## src/rtl/prbs_pkg.sv

```systemverilog
package prbs_pkg;
  typedef enum logic {
    ARCH_EXT_XOR = 1'b0,
    ARCH_INT_XOR = 1'b1
  } arch_e;
endpackage

```

## src/rtl/prbs_zero_det.sv

```systemverilog
module prbs_zero_det #(
  parameter int WIDTH = 4
) (
  input  logic [WIDTH-1:0] vec,
  output logic             all_zero
);
  assign all_zero = ~|vec;
endmodule

```

## src/rtl/prbs_step_ext.sv

```systemverilog
// External-XOR step: feedback enters the top stage, everything moves toward stage 0.
module prbs_step_ext #(
  parameter int               WIDTH = 4,
  parameter logic [WIDTH-1:0] TAPS  = 4'b0011
) (
  input  logic [WIDTH-1:0] cur,
  input  logic             kick,
  output logic [WIDTH-1:0] nxt
);
  logic head_bit;
  assign head_bit = (^(cur & TAPS)) ^ kick;
  assign nxt      = {head_bit, cur[WIDTH-1:1]};
endmodule

```

## src/rtl/prbs_step_int.sv

```systemverilog
// Internal-XOR step: the bit leaving stage 0 is folded into tapped stages.
module prbs_step_int #(
  parameter int               WIDTH = 4,
  parameter logic [WIDTH-1:0] TAPS  = 4'b0011
) (
  input  logic [WIDTH-1:0] cur,
  input  logic             kick,
  output logic [WIDTH-1:0] nxt
);
  logic tail_bit;
  assign tail_bit      = cur[0] ^ kick;
  assign nxt[WIDTH-1]  = tail_bit;
  for (genvar i = 0; i < WIDTH - 1; i++) begin : g_stage
    assign nxt[i] = cur[i+1] ^ (tail_bit & TAPS[WIDTH-1-i]);
  end
endmodule

```

## src/rtl/prbs_gen.sv

```systemverilog
module prbs_gen #(
  parameter int                WIDTH     = 4,
  parameter logic [WIDTH-1:0]  TAPS      = 4'b0011,
  parameter prbs_pkg::arch_e   ARCH      = prbs_pkg::ARCH_EXT_XOR,
  parameter logic [WIDTH-1:0]  RESET_VAL = {{(WIDTH-1){1'b0}}, 1'b1}
) (
  input  logic             clk,
  input  logic             rst,
  input  logic             en,
  input  logic             load,
  input  logic [WIDTH-1:0] seed,
  output logic [WIDTH-1:0] state,
  output logic             serial
);
  logic [WIDTH-1:0] reg_q;
  logic [WIDTH-1:0] step_d;
  logic             zero_hit;

  prbs_zero_det #(.WIDTH(WIDTH)) u_zdet (
    .vec      (reg_q),
    .all_zero (zero_hit)
  );

  if (ARCH == prbs_pkg::ARCH_INT_XOR) begin : g_int
    prbs_step_int #(.WIDTH(WIDTH), .TAPS(TAPS)) u_step (
      .cur  (reg_q),
      .kick (zero_hit),
      .nxt  (step_d)
    );
  end else begin : g_ext
    prbs_step_ext #(.WIDTH(WIDTH), .TAPS(TAPS)) u_step (
      .cur  (reg_q),
      .kick (zero_hit),
      .nxt  (step_d)
    );
  end

  always_ff @(posedge clk) begin
    if (rst)       reg_q <= RESET_VAL;
    else if (load) reg_q <= seed;
    else if (en)   reg_q <= step_d;
  end

  assign state  = reg_q;
  assign serial = reg_q[0];
endmodule

```

## config.mk

```make
export PLATFORM = sky130hd
export DESIGN_NAME = prbs_gen
export DESIGN_NICKNAME = d
export VERILOG_FILES = /design/src/rtl/prbs_pkg.sv /design/src/rtl/prbs_zero_det.sv /design/src/rtl/prbs_step_ext.sv /design/src/rtl/prbs_step_int.sv /design/src/rtl/prbs_gen.sv
export SDC_FILE = /design/constraint.sdc
export NUM_CORES = 1
export LEC_CHECK = 0
export ABC_AREA = 1
export BUFFER_PORTS_ARGS = -buffer_cell sky130_fd_sc_hd__buf_2
export CAP_MARGIN = 20
export CORE_AREA = 4 4 41 43
export DETAILED_ROUTE_END_ITERATION = 10
export DIE_AREA = 0 0 45 47
export GPL_ROUTABILITY_DRIVEN = 0
export PLACE_DENSITY = 0.49
export SYNTH_ARGS = -nofsm -noshare
export SYNTH_HDL_FRONTEND = slang
export SYNTH_SLANG_ARGS = --single-unit
export TNS_END_PERCENT = 10
```

## constraint.sdc

```tcl
create_clock -name clk -period 1 [get_ports clk]
set_input_delay 0.1 -clock clk [delete_from_list [all_inputs] [get_ports clk]]
set_output_delay 0.1 -clock clk [all_outputs]
set_load 0.03 [all_outputs]
```

* After elaboration in Yosys (flattened, before gate mapping)
Index checks and enable logic that the tools add are counted.
Word-level totals: register bits after elaboration 4, bits of input ports 8, output and inout bits 5, logic and storage cells 8
Operators by class: multiplexer cells 2, bitwise gates (word level) 1, reductions and logical operators 4
Operators by type and width (count):
- two-way mux 4 bit | 2
- OR reduction 4 bit | 1
- XOR reduction 4 bit | 1
- nonzero test 2 bit | 1
- zero test 1 bit | 1
- bitwise XOR 1 bit | 1

* Longest topological paths before layout
depth after elaboration 5, mapped depth 6, depth with buffers taken out 6

* By module
From an unflattened synthesis, not the netlist that was laid out.
Unflattened totals: cell total of the unflattened synthesis 50, area, all modules 284.0 sq um
By module, submodules not included:
- prbs_gen | times used 1, cells each 30, area each 192.7 sq um, seq. area each 80.1 sq um
- prbs_step_ext | times used 1, cells each 13, area each 65.1 sq um, seq. area each 0.0 sq um
- prbs_zero_det | times used 1, cells each 7, area each 26.3 sq um, seq. area each 0.0 sq um

* Worst setup path after synthesis
OpenSTA, ideal clock, no wires.
kind reg-to-reg, start reg reg_q[1], in the netlist state[1], end reg reg_q[3], in the netlist state[3], library setup time 0.070 ns, arrival time 1.144 ns, required time 0.930 ns, slack -0.214 ns, stages on the path, launching flop included 6, buffers on the path 0, clock period less this slack 1.214 ns, cells stage by stage dfxtp_1 inv_1 ha_1 nand3_1 nand3_1 a21oi_1
On the way: cells in the longest elaborated chain, start to end 5, elaborated cells between the ends (all ways) 6, classes of those cells 2 x mux; 1 x bitwise; 3 x reduce/logical
Ends and longest elaborated chain:
- start: declaration | RTL line prbs_gen.sv:15 | logic [WIDTH-1:0] reg_q;
- start signal: assignment | RTL line prbs_gen.sv:41 | else if (en) reg_q <= step_d;
- OR reduction 4 bit | RTL line prbs_zero_det.sv:7 | assign all_zero = ~|vec;
- zero test 1 bit | RTL line prbs_zero_det.sv:7
- bitwise XOR 1 bit (*) | RTL line prbs_step_ext.sv:11 | assign head_bit = (^(cur & TAPS)) ^ kick;
- two-way mux 4 bit (*) | RTL line prbs_gen.sv:41
- two-way mux 4 bit (*) | RTL line prbs_gen.sv:40 | else if (load) reg_q <= seed;
Every way passes the cells marked *; elsewhere a longest branch is shown, timed or not. The select of a mux whose other input is x is not followed. A chain may end at the register's enable or synchronous reset.

* Worst setup path after layout
start reg reg_q[0], in the netlist state[0], end reg reg_q[3], in the netlist state[3]
Same word-level chain as after synthesis.

==> metrics.txt <==
Reg area=approximately 88 sq um; Final Power=a little over 500 uW; total track usage=6.48%; net switching power=155 uW; crit path capture=state[3]$_SDFFE_PP0P_; drt wl/cell=approximately 10 um; max-cap viol count=0; Vias=approximately 240; Hold Buf Count CTS=0; DP Cell Count=56; diode count=0; combinational fraction of design power=23.9%; die area=0.00212 sq mm; Worst-Margin Slew=0.178 ns; FF-to-FF path depth=5; Seq/Total Area, Yosys=approximately 38%; Layout area overhead=57.4%; fmax=roughly 1000 MHz; Remaining Overflow, GRT=0; Starting Density=16.3%; post-synth cell types=10; first-pass GRT wire length=between 900 and 1000 um; Post-Synth Adder-Cell Area=5.92%; unrepaired setup endpoints after global routing=true; # nets final=55; Critical Path Max Stage Delay=~0.35 ns; die width=~45 um; 1st-pass router iterations=1; synth top area cells=dfxtp_1, a22oi_1, nand2_1, a21oi_1, nand3_1; final WL=582 um; CTS buffer count=3; maximum root-to-sink buffer count=2; Top delay family on crit path=flip-flops; Post-synth top cells=nand2_1, a21oi_1, dfxtp_1, inv_1; Worst R2R Setup Slack=0.02 ns; H-tree depth=1; Hold WC Path Type=input pin to flip-flop; multiplexer area fraction after synthesis=0%; Antenna Nets Post-Route=0; Avg Inst Size Synth=7.29 sq um; cell depth of the worst setup path=5; compound-cell area share of the yosys netlist=about a fifth; Period Utilization, post-route=a little over nine tenths; Hold Fails Final Rpt=0; Cell Rows=13; CP bufs+invs=1; prevailing post-synth register cell=dfxtp_1; crit path cell chain=inv_2 > ha_4 > nand3_1 > nand3_1 > a21oi_1; Synth Area in XOR/XNOR=0%; Synth Cell Area=211 sq um; Syn Nets=38; cts repair resizes=0; minimum clock period=0.981 ns; worst r2r src=state[0]$_SDFFE_PP1P_; Peak VDD IR=between 0.0005 and 0.0006 V; Non-Filler Cell Area, Final=333 sq um; Yosys reg bits=4; Yosys warnings=0; critical path capture point type=flip-flop; final hold slack=0.0655 ns; Critical Path Start=state[0]$_SDFFE_PP1P_; Async SR Flop Fraction=0%; fin. max-slew vios=0; FILL cells=160; count of input and output buffers=12; area of the multi-input gates=121 sq um; switching part of the total=30.5%; cell with the most instances after synthesis=nand2_1; max_slew headroom=88.1%; Setup Buffers After CTS=0; CP dominant cell by count=nand3_1; Sink Count=4; vias in the first global route=223; critical path launch point type=flip-flop; clock network power share=40.6%; Die Y=47 um; final worst slack=0.0186 ns; dpl ws=0.00699 ns; Final setup viols=0; Core Area=between 0.001 and 0.0015 sq mm; Internal=353 uW; layout cells sized above 1=between 50% and 60%; I/O pin total=13; Final Skew=0.00663 ns; 1st-iter DRT viols=0; DP HPWL=roughly 470 um; Synth top area share=37.9%; Root Driver=clkbuf_4; main combinational cell family by area after synthesis=simple AND/OR/NAND/NOR gates; r2r endpoint=state[3]$_SDFFE_PP0P_; PD cells=1530 mW/mm^2; simple-gate portion of the synthesized area=25.4%; worst path required time=1.12 ns; flip-flop count of the largest register after layout=4; vias per cell=4.02; run status=finished clean; Reg clk slew, reported paths=about 0.040 ns; final core occ=25.6%; insertion delay to the later sink of the worst-skew pair=0.24 ns; CTS tree=done; largest area contributor in the netlist=dfxtp_1; crit path DAT=1.11 ns; DRC=0; Seq pwr share=35.5%; critical-path maximum fanout=4; slowest CP cell=dfxtp_4; CP Class=flip-flop to flip-flop; Non-Filler Instances=59; setup total negative slack=0 ns; Gate Count Post-Synth=29; EDFF count, synth=0; largest net degree at the start of global routing=7; leak pwr=0.156 nW; initial antenna violation count=0; Area after DPL=310 sq um
placed cells by master, fill, tap and decap left out:
cell | synthesis | layout
a21oi_1 | 4 | 4
a22oi_1 | 3 | 3
buf_2 | 0 | 12
buf_4 | 1 | 1
clkbuf_4 | 0 | 3
dfxtp_1 | 4 | 2
dfxtp_4 | 0 | 2
ha_4 | 0 | 1
inv_1 | 4 | 1
inv_2 | 0 | 3
nand2_1 | 6 | 6
nand3_1 | 3 | 3
nor2_1 | 1 | 1
nor2_2 | 2 | 2
routing by layer:
metal,global-route usage (%),part of all wire (%),routed length [um],vias up
li1,-,-,-,128
met1,8.66,49,283,100
met2,8.19,42,243,9
met3,4.60,9.5,55,0
met4,1.75,0,0,0
met5,0,0,0,-
power by group through the flow:
stage          clock network (mW)  registers, mW  logic [mW]
2_1_floorplan                   0          0.206      0.0566
3_3_place_gp                    0          0.182       0.123
3_5_place_dp                    0          0.183       0.121
4_1_cts                     0.216          0.181       0.121
5_1_grt                     0.235          0.183       0.132
6_report                    0.206          0.180       0.122
logic make-up after synthesis:
family,Yosys count
AND/OR/NAND/NOR,12
flip-flops,4
adder cells (fa/ha/maj),1
AO/OA/AOI/OAI,7
buffers and inverters,5
how the worst min path moves through the flow:
stage,endpoint,slack (ns),depth (start not counted),startpoint
detailed placement,state[1]$_SDFFE_PP0P_,0.31,2,rst
global route,state[1]$_SDFFE_PP0P_,0.06,2,rst
finish,state[1]$_SDFFE_PP0P_,0.07,2,rst
floorplan,state[1]$_SDFFE_PP0P_,0.16,1,rst
global placement,state[1]$_SDFFE_PP0P_,0.31,2,rst
CTS,state[1]$_SDFFE_PP0P_,0.06,2,rst
layout make-up:
cell class,instances,area share [%]
sequential,4,26.3
timing repair buffer,13,20.3
tap,15,5.64
multi-input combinational,20,36.5
clock buffer,3,6.77
inverter,4,4.51
Power figures use the tool's default switching activity.
